`src/rtl/dseq_pkg.sv`:
```
package dseq_pkg;

    typedef logic [3:0] dcode_t;

    localparam dcode_t CODE_STAR = 4'd10;
    localparam dcode_t CODE_HASH = 4'd11;
    localparam dcode_t CODE_QUIET = 4'd12;
    localparam dcode_t CODE_STOP = 4'd15;

    typedef struct packed {
        logic       stop;
        logic       tone;
        logic [1:0] row;
        logic [1:0] col;
    } slot_t;

    typedef enum logic [1:0] {
        ST_IDLE  = 2'd0,
        ST_FETCH = 2'd1,
        ST_GAP   = 2'd2,
        ST_BURST = 2'd3
    } seq_st_t;

    function automatic slot_t classify(input dcode_t c);
        slot_t s;
        logic [3:0] k;
        s = '0;
        k = c - 4'd1;
        if (c == CODE_STOP) begin
            s.stop = 1'b1;
        end else if (c >= 4'd1 && c <= 4'd9) begin
            s.tone = 1'b1;
            s.row  = 2'(k / 4'd3);
            s.col  = 2'(k % 4'd3);
        end else if (c == 4'd0) begin
            s.tone = 1'b1;
            s.row  = 2'd3;
            s.col  = 2'd1;
        end else if (c == CODE_STAR) begin
            s.tone = 1'b1;
            s.row  = 2'd3;
            s.col  = 2'd0;
        end else if (c == CODE_HASH) begin
            s.tone = 1'b1;
            s.row  = 2'd3;
            s.col  = 2'd2;
        end
        return s;
    endfunction

endpackage

```
`src/rtl/dseq_decode.sv`:
```
module dseq_decode
    import dseq_pkg::*;
(
    input  dcode_t code,
    output slot_t  slot
);
    always_comb slot = classify(code);

    always_comb begin
        if (slot.tone) begin
            a_r1_col_range: assert (slot.col != 2'd3);
        end
    end
endmodule

```
`src/rtl/dseq_timer.sv`:
```
module dseq_timer #(
    parameter int CNT_W = 9
) (
    input  logic             clk,
    input  logic             rst,
    input  logic             load,
    input  logic [CNT_W-1:0] load_val,
    input  logic             stb,
    output logic             expire
);
    logic [CNT_W-1:0] cnt;

    always_ff @(posedge clk) begin
        if (rst) begin
            cnt <= '0;
        end else if (load) begin
            cnt <= load_val;
        end else if (stb && cnt != '0) begin
            cnt <= cnt - 1'b1;
        end
    end

    assign expire = stb && (cnt == CNT_W'(1));

    a_r2_load_value: assert property (@(posedge clk) disable iff (rst)
        load |=> cnt == $past(load_val));
endmodule

```
`src/rtl/dseq_ptr.sv`:
```
module dseq_ptr #(
    parameter int ADDR_W = 4
) (
    input  logic              clk,
    input  logic              rst,
    input  logic              clear,
    input  logic              step,
    output logic [ADDR_W-1:0] addr,
    output logic              at_last
);
    localparam logic [ADDR_W-1:0] LAST = '1;

    always_ff @(posedge clk) begin
        if (rst || clear) begin
            addr <= '0;
        end else if (step) begin
            addr <= addr + 1'b1;
        end
    end

    assign at_last = (addr == LAST);

    a_r8_step_one: assert property (@(posedge clk) disable iff (rst)
        (step && !clear) |=> addr == $past(addr) + 1'b1);
    a_r7_clear_zero: assert property (@(posedge clk) disable iff (rst)
        clear |=> addr == '0);
endmodule

```
`src/rtl/dtmf_seq_ctrl.sv`:
```
module dtmf_seq_ctrl
    import dseq_pkg::*;
#(
    parameter int GAP_LEN   = 400,
    parameter int BURST_LEN = 400,
    parameter int ADDR_W    = 4
) (
    input  logic              clk,
    input  logic              rst,
    input  logic              sample_stb,
    input  logic              start,
    output logic [ADDR_W-1:0] rd_addr,
    input  logic [3:0]        rd_data,
    output logic [1:0]        row_sel,
    output logic [1:0]        col_sel,
    output logic              tone_en,
    output logic              done
);
    localparam int LONGEST = (GAP_LEN > BURST_LEN) ? GAP_LEN : BURST_LEN;
    localparam int CNT_W   = $clog2(LONGEST + 1);
    localparam logic [CNT_W-1:0] GAP_V   = CNT_W'(GAP_LEN);
    localparam logic [CNT_W-1:0] BURST_V = CNT_W'(BURST_LEN);

    initial begin
        a_r2_len_legal: assert (GAP_LEN >= 1 && BURST_LEN >= 1);
    end

    seq_st_t          state;
    slot_t            cur;
    slot_t            fetched;
    logic             done_q;
    logic             expire;
    logic             t_load;
    logic [CNT_W-1:0] t_val;
    logic             p_clear;
    logic             p_step;
    logic             p_last;

    dseq_decode u_dec (
        .code (rd_data),
        .slot (fetched)
    );

    dseq_timer #(.CNT_W(CNT_W)) u_tmr (
        .clk      (clk),
        .rst      (rst),
        .load     (t_load),
        .load_val (t_val),
        .stb      (sample_stb),
        .expire   (expire)
    );

    dseq_ptr #(.ADDR_W(ADDR_W)) u_ptr (
        .clk     (clk),
        .rst     (rst),
        .clear   (p_clear),
        .step    (p_step),
        .addr    (rd_addr),
        .at_last (p_last)
    );

    always_comb begin
        t_load  = 1'b0;
        t_val   = GAP_V;
        p_clear = 1'b0;
        p_step  = 1'b0;
        case (state)
            ST_IDLE:  p_clear = start;
            ST_FETCH: t_load  = !fetched.stop;
            ST_GAP: begin
                t_load = expire;
                t_val  = BURST_V;
            end
            ST_BURST: p_step = expire && !p_last;
            default: ;
        endcase
    end

    always_ff @(posedge clk) begin
        if (rst) begin
            state  <= ST_IDLE;
            cur    <= '0;
            done_q <= 1'b0;
        end else begin
            case (state)
                ST_IDLE: begin
                    if (start) begin
                        done_q <= 1'b0;
                        state  <= ST_FETCH;
                    end
                end
                ST_FETCH: begin
                    if (fetched.stop) begin
                        done_q <= 1'b1;
                        cur    <= '0;
                        state  <= ST_IDLE;
                    end else begin
                        cur   <= fetched;
                        state <= ST_GAP;
                    end
                end
                ST_GAP: begin
                    if (expire) state <= ST_BURST;
                end
                ST_BURST: begin
                    if (expire) begin
                        if (p_last) begin
                            done_q <= 1'b1;
                            cur    <= '0;
                            state  <= ST_IDLE;
                        end else begin
                            state <= ST_FETCH;
                        end
                    end
                end
                default: state <= ST_IDLE;
            endcase
        end
    end

    assign tone_en = (state == ST_BURST) && cur.tone;
    assign row_sel = cur.row;
    assign col_sel = cur.col;
    assign done    = done_q;

    a_r3_sel_hold: assert property (@(posedge clk) disable iff (rst)
        (tone_en && $past(tone_en)) |-> ($stable(row_sel) && $stable(col_sel)));
    a_r5_done_quiet: assert property (@(posedge clk) disable iff (rst)
        done |-> !tone_en);
    a_r5_done_frozen: assert property (@(posedge clk) disable iff (rst)
        (done && !start) |=> $stable(rd_addr));
    a_r6_start_ignored: assert property (@(posedge clk) disable iff (rst)
        (state == ST_GAP && start && !expire) |=> (state == ST_GAP && $stable(rd_addr)));
    a_r7_done_clear: assert property (@(posedge clk) disable iff (rst)
        (state == ST_IDLE && start) |=> !done);
endmodule

```
`config.mk`:
```
export PLATFORM = sky130hd
export DESIGN_NAME = dtmf_seq_ctrl
export DESIGN_NICKNAME = d
export VERILOG_FILES = /design/src/rtl/dseq_pkg.sv /design/src/rtl/dseq_decode.sv /design/src/rtl/dseq_timer.sv /design/src/rtl/dseq_ptr.sv /design/src/rtl/dtmf_seq_ctrl.sv
export SDC_FILE = /design/constraint.sdc
export NUM_CORES = 1
export LEC_CHECK = 0
export ABC_AREA = 0
export CAP_MARGIN = 5
export CORE_AREA = 2 2 79 81
export DETAILED_ROUTE_END_ITERATION = 10
export DIE_AREA = 0 0 81 83
export SKIP_LAST_GASP = 1
export SYNTH_ARGS = -nofsm -noshare
export SYNTH_HDL_FRONTEND = slang
export SYNTH_SLANG_ARGS = --single-unit
```
`constraint.sdc`:
```
create_clock -name clk -period 5.5 [get_ports clk]
set_clock_uncertainty 0.05 [all_clocks]
set_input_delay 1.1 -clock clk [delete_from_list [all_inputs] [get_ports clk]]
set_output_delay 1.1 -clock clk [all_outputs]
set_load 0.05 [all_outputs]
```
Yosys cells after proc, flatten, opt, wreduce, memory -nomap -nowiden
Cells that the tools add are included.
- multiplexer cells: 26
- reductions and logical operators: 18
- add/sub/neg operators: 3
- order comparisons: 2
- div/mod/pow operators: 2
- equality and inequality tests: 13
- operators by type and width (cell ; count):
    two-way mux 5 bit ; 8
    two-way mux 9 bit ; 2
    equality test 4 bit, second input constant ; 4
    != test 2 bit, second input constant ; 5
    one-hot mux 5 bit (2 select lines) ; 1
    equality test 9 x 1 -> 1 bit, second input constant ; 1
    nonzero test 9 bit ; 1
    subtractor 9 x 1 -> 9 bit, second input constant ; 1
    two-way mux 1 bit ; 8
    two-way mux 2 bit ; 4
    one-hot mux 2 bit (4 select lines) ; 1
    AND reduction 3 bit ; 2
    logical AND 1 bit ; 5
    AND reduction 5 bit ; 1
    adder 4 x 1 -> 4 bit, second input constant ; 1
    divider 4 x 2 -> 4 bit, second input constant ; 1
    equality test 2 bit, second input constant ; 2
    >= comparator 4 x 1 -> 1 bit, second input constant ; 1
    less-or-equal comparator 4 bit, second input constant ; 1
    zero test 4 bit ; 1
    remainder unit 4 x 2 -> 4 bit, second input constant ; 1
    nonzero test 2 bit ; 2
    subtractor 4 x 1 -> 4 bit, second input constant ; 1
    one-hot mux 1 bit (3 select lines) ; 1
    7 further kinds ; 8
- output and inout port bits: 10
- bits of input ports: 8
- flip-flop bits (word level): 21
- word-level logic and storage cells: 72

Longest topological paths before layout
Gate-level depths: netlist of the first run.
- depth after elaboration: 8
- mapped depth: 15
- depth with buffers taken out: 15

By module
A second synthesis of the first run with hierarchy kept.
- cells, all modules: 208
- area, all modules: 1767.9 um^2
- by module, submodules not included (module ; cells each ; area each (um^2) ; times used):
    dseq_timer ; 73 ; 595.6 ; 1
    dtmf_seq_ctrl ; 67 ; 566.8 ; 1
    dseq_decode ; 50 ; 411.6 ; 1
    dseq_ptr ; 18 ; 193.9 ; 1

Least setup slack after synthesis of the first run
Ideal clock, no wire load.
- path type: input to register
- from: input port rd_data[0]
- to: register cur, in the netlist col_sel[0]
- stages: 15
- setup time: 132 ps
- path buffers: 0
- setup slack: 1833 ps
- arrival time: 3485 ps
- data required time: 5318 ps
- cells stage by stage: inv_1 ha_1 xor2_1 ha_1 ha_1 inv_1 ha_1 a21boi_0 xnor2_1 ha_1 nor3b_1 mux2i_1 xnor2_1 o211ai_1 a21oi_1
- word-level cells in the longest chain between the ends: 7
- RTL lines (element ; RTL line ; RTL):
    from (decl) ; dtmf_seq_ctrl.sv:13 ; input logic [3:0] rd_data,
    parallel branches: the longest is 5 deep, another holds subtractor 4 x 1 -> 4 bit ; - ;
    two-way mux 5 bit * ; dtmf_seq_ctrl.sv:93 ; if (fetched.stop) begin
    one-hot mux 5 bit (2 select lines) * ; dtmf_seq_ctrl.sv:85 ; case (state)
    to (signal assigned) ; dtmf_seq_ctrl.sv:98 ; cur <= fetched;
    to (decl) ; dtmf_seq_ctrl.sv:29 ; slot_t cur;
Mark *: on every way between the ends.
A chain may end at the register's enable or synchronous reset.

Worst setup path in the final report of the first run
Ends and elaborated chain as after synthesis.

==> results.toml, run 1 <==
[place]
gp_congestion = 0.766
dp_hpwl_um = 2320
pre_cts_ws_ps = 819
placed_cell_area_um2 = 1760
io_buffers = 17

[clocking]
clk_path_buf_depth = 2
holdBufCountCts = 0
ctsResizeCount = 0
cts_buffers = 3
cts_tree = "yes"
h-tree-depth = 1
clock_sinks = 21
path_clk_slew_ps = 70
post_cts_buffers = 0
clock_latency_ps = 260
root_buffer = "clkbuf_8"

[critical_path]
critPathRequiredTime_ps = 5580
start_kind = "input port"
r2r_cells = 6
crit_path_end_kind = "register"
crit_arrival_ps = 4480
crit_type = "in -> reg"
crit_fanout = 7

[routing]
drt_iter0_markers = 29
dr.pass1.iters = 4
via_per_inst = 4.65
wl_per_cell_um = 10.9
routed_wl_um = 2920
antenna_left = 0
num_vias = 1241
drc_errors = 0

[synthesis]
yosys.area_share.simple_pct = 22.5
syn-cell-area_um2 = 1540
synth_top_area_share_pct = 27.4
syn_area_per_cell_um2 = 8.62
postSynthCellCount = 178
ys_async_sr_fraction_pct = 0
yosysWarnings = 0
synth_flop_cell = "dfxtp_1"
synth_area_leaders = "dfxtp_1 27%, ha_1 16%, xnor2_1 5.1%"
synth.area.mux_share_pct = 1.96
yosys.area_share.adder_pct = 16.3
synth_cell_types = 46
synth-edff-count = 0
ys_ff_latch = 21
seq_area_frac_synth_pct = 27.4
yosysTopAreaCell = "dfxtp_1"
synth_xor_area_share_pct = 6.28
syn-num-nets = 206
synth_top_family_by_area = "simple AND/OR/NAND/NOR gates"
synth_compound_area_share_pct = 18.7

[global_route]
grt_antenna_before_repair = 0
grt_overflow = 0
grt_max_degree = 16
grt_use_total_pct = 9.46
grt_pass1_wl_um = 5200
grt_pass1_vias = 1190

[run_status]
status = "completed"

[job]
maxCapViolations = 0

[timing]
slew_violations = 0
period_minus_slack_ps = 4400
rsz0062_at_grt = "no"
slew_headroom_pct = 65.0
setup_viol = 0
clock.fmax_mhz = 227
finalCritPeriodShare_pct = 80.1
worst_pin_slew_ps = 523
fin_ws_ps = 1100
hold_viol = 0
setup_tns_ps = 0

[hold_path]
min_path_type = "reg -> reg"
worstHoldPathCells = 2

[die]
coreArea_um2 = 5820
rows = 28
dieHeight_um = 83
initial_core_util_pct = 26.4
die_w_um = 81
die_area_um2 = 6720
io_pins = 18

[layout]
drive_gt1_share_pct = 6.25
fillCellCount = 664
antenna_cells = 0
regArea_um2 = 420
fin_nets = 221
multi_input_area_um2 = 1010
final_area_um2 = 1800
area_growth_pct = 17.4

[power]
p_leak_nw = 0.708
p_per_area_nw_per_um2 = 412
ir_drop_v = 0.000105
## per-layer routing
layer  GRT usage (%)  up-vias  part of all wire [%]
met5               0        -                     0
met4            4.62        0                   2.2
met3            1.63        5                   1.7
met2            15.1       14                    48
met1            12.1      572                    48
li1                -      650                     -
## synthesized netlist by cell type, types with 2 or more instances
cell,number
dfxtp_1,21
mux2i_1,3
buf_4,4
nor3_1,8
nand3_1,6
a31oi_1,4
ha_1,20
clkbuf_1,3
a211oi_1,2
a21oi_1,10
inv_1,17
nand3b_1,2
and3_1,2
o211ai_1,2
a21o_1,2
xor2_1,2
o21ai_0,4
nor4_1,3
xnor2_1,9
nand2_1,9
nor2_1,18
o31ai_1,2
or4_1,2
## layout make-up
type | count | area share [%]
multi-input combinational | 133 | 56.0
sequential | 21 | 23.3
timing repair buffer | 17 | 9.44
tap | 75 | 5.20
inverter | 17 | 3.54
clock buffer | 4 | 2.50
## worst max-delay path, stage by stage
cell             delay (ps)
clkdlybuf4s50_1         610
inv_1                   110
ha_1                    270
xor2_1                  190
ha_1                    230
ha_1                    190
inv_1                    50
ha_1                    130
a21boi_0                340
xnor2_1                 110
ha_1                    210
nor3b_1                 340
mux2i_1                 180
xnor2_1                 150
o211ai_1                170
a21oi_1                  80
## stage by stage
| stage | util, % | power (mW) | std cells | hold WS (ps) |
|---|---|---|---|---|
| 3_3_place_gp | 30.2 | 0.641 | 263 | 397 |
| 6_report | 31.0 | 0.742 | 267 | 410 |
| 2_1_floorplan | - | 0.570 | 178 | 382 |
| 4_1_cts | 31.0 | 0.753 | 267 | 414 |
| 5_1_grt | 31.0 | 0.814 | 267 | 430 |
| 3_5_place_dp | 30.2 | 0.648 | 263 | 405 |
## flip-flops by register name, summed over array words and instances (netlist names), named ones only
register	flops
cur	1
col_sel	2
done	1
row_sel	2
u_tmr.cnt	9
u_ptr.addr	4
state	1
## kinds of logic (layout without fill, tap and decap cells)
group / after synthesis / in the layout
XOR/XNOR: 11 / 11
AND/OR/NAND/NOR: 60 / 60
AO/OA/AOI/OAI: 39 / 39
adder cells (fa/ha/maj): 20 / 20
multiplexers: 3 / 3
flip-flops: 21 / 21
buffers and inverters: 24 / 38
## final timing paths
kind	from	endpoint	slack (ps)
worst max-delay path	rd_data[0]	col_sel[0]$_SDFFE_PP0P_	1100
worst min-delay path	row_sel[1]$_SDFFE_PP0P_	row_sel[1]$_SDFFE_PP0P_	410
worst max register to register	register	row_sel[1]$_SDFFE_PP0P_	3310
worst min register to register	row_sel[1]$_SDFFE_PP0P_	row_sel[1]$_SDFFE_PP0P_	410
## where the power goes
part / internal [mW] / total (mW) / switching (mW)
logic: 0.165 / 0.386 / 0.221
clock network: 0.0516 / 0.100 / 0.0488
registers: 0.198 / 0.255 / 0.0570
## placed cells by master, fill, tap and decap left out, drive strengths merged, types with 2 or more instances in the layout
cell / instances
ha: 20
a31oi: 5
and3: 2
clkdlybuf4s50: 17
inv: 17
o211ai: 2
xor2: 2
or4: 2
a211oi: 3
o21ai: 5
nand3b: 2
nand2: 9
nor3: 8
clkbuf: 4
nand3: 6
nor2: 18
a21oi: 10
nor4: 4
o31ai: 2
mux2i: 3
nor3b: 2
a21o: 2
dfxtp: 21
xnor2: 9
(Power assumes the default switching activity.)
==> run 2: changes to the inputs <==
Clock period 5.5 ns to 3.8 ns, I/O delays scaled along.
==> results.toml, run 2 (synthesis gave the netlist of run 1 again) <==
[timing]
worst_pin_slew_ps = 501
clock.fmax_mhz = 286
finalCritPeriodShare_pct = 92.1
slew_headroom_pct = 66.5
period_minus_slack_ps = 3500
slew_violations = 0
hold_viol = 0
setup_viol = 0

[global_route]
grt_pass1_vias = 1185
grt_pass1_wl_um = 4960
grt_max_degree = 16
grt_use_total_pct = 9.24
grt_antenna_before_repair = 0
grt_overflow = 0

[layout]
fin_util_pct = 33.1
final_common_cell = "dfxtp_1"
drive_gt1_share_pct = 14.6
fin_cells = 280
largest_reg_flops = 9
regArea_um2 = 420
antenna_cells = 0
layout_common_cells = "21 x dfxtp_1, 20 x ha_1, 18 x nor2_1, 17 x inv_1, 17 x clkdlybuf4s50_1"
reg_top3 = "u_tmr.cnt: 9 flops, u_ptr.addr: 4 flops"
multi_input_area_um2 = 1030
largest-register = "u_tmr.cnt"
fillCellCount = 645
area_growth_pct = 25.3
fin_nets = 234

[critical_path]
crit_arrival_ps = 3580
crit_type = "in -> reg"
crit_fanout = 3
rrSetupSlack_ps = 1580
crit_path_end_kind = "register"
r2r_cells = 6
start_kind = "input port"
startpoint = "rd_data[1]"
critPathRequiredTime_ps = 3880

[clocking]
clock_latency_ps = 270
root_buffer = "clkbuf_8"
clock_sinks = 21
holdBufCountCts = 0
clk_path_buf_depth = 2
path_clk_slew_ps = 70
cts_tree = "yes"
cts_buffers = 3
ctsResizeCount = 0
post_cts_buffers = 0
h-tree-depth = 1

[hold_path]
hold_path.startpoint = "row_sel[1]$_SDFFE_PP0P_"
worstHoldPathCells = 2
min_path_type = "reg -> reg"

[die]
die_area_um2 = 6720
dieHeight_um = 83
coreArea_um2 = 5820
rows = 28
die_w_um = 81
io_pins = 18
initial_core_util_pct = 26.4

[routing]
routed_wl_um = 3000
num_vias = 1282
dr_wl_met3_um = 50
wl_per_cell_um = 10.7
drc_errors = 0
highest_layer = "met4"
drt_iter0_markers = 32
dr.pass1.iters = 4
antenna_left = 0
wl_met1_um = 1440
via_per_inst = 4.58
met2_length_um = 1430

[place]
placedCellCount = 276
dp_hpwl_um = 2350
io_buffers = 17
gp_congestion = 0.772

[power]
ir_drop_v = 0.000170
p_leak_nw = 0.780
p_per_area_nw_per_um2 = 571

[job]
maxCapViolations = 0

[run_status]
status = "completed"
==> run 2: worst max-delay path, stage by stage <==
cell and delay (ps):
clkdlybuf4s50_1 440, buf_4 150, nor3_1 200, xnor2_1 200, ha_1 220, ha_1 150
inv_1 40, ha_1 170, a21boi_2 170, xnor2_1 120, ha_1 220, nor3_2 220
mux2i_1 140, xnor2_1 140, o211ai_1 170, a21oi_1 80
==> run 2: where the power goes <==
group / internal, mW / switching [mW] / total (mW)
Clock: 0.0732 / 0.0771 / 0.150
Sequential: 0.287 / 0.0830 / 0.370
Combinational: 0.254 / 0.325 / 0.579
==> run 2: metal layers <==
metal	global-route usage, %	vias to the layer above
li1	-	678
met1	11.3	589
met2	14.8	10
met3	1.63	5
met4	5.55	0
met5	0	-
==> run 2: cell type report <==
cell class	count	share of cell area (%)
multi-input combinational	133	53.6
sequential	21	21.9
timing repair buffer	30	13.9
tap	75	4.88
inverter	17	3.32
clock buffer	3	2.15
clock inverter	1	0.260
==> run 2: through the flow <==
| step | setup WS (ps) | instance area, um^2 | TNS (ps) | total power [mW] | hold slack (ps) |
|---|---|---|---|---|---|
| after floorplan | 473 | 1540 | 0 | 0.825 | 382 |
| after detailed placement | -178 | 1860 | -409 | 0.949 | 403 |
| after CTS | 92.1 | 1900 | 0 | 1.10 | 413 |
| after global routing | -14.0 | 1920 | -14.0 | 1.19 | 442 |
| final | 302 | 1920 | 0 | 1.10 | 407 |
| after global placement | -22.3 | 1860 | -22.3 | 0.942 | 392 |
==> run 2: path summary, 6_finish.rpt <==
kind                             endpoint
hold / removal    row_sel[1]$_SDFFE_PP0P_
setup reg to reg  row_sel[1]$_SDFFE_PP0P_
setup / recovery  col_sel[0]$_SDFFE_PP0P_
hold reg to reg   row_sel[1]$_SDFFE_PP0P_
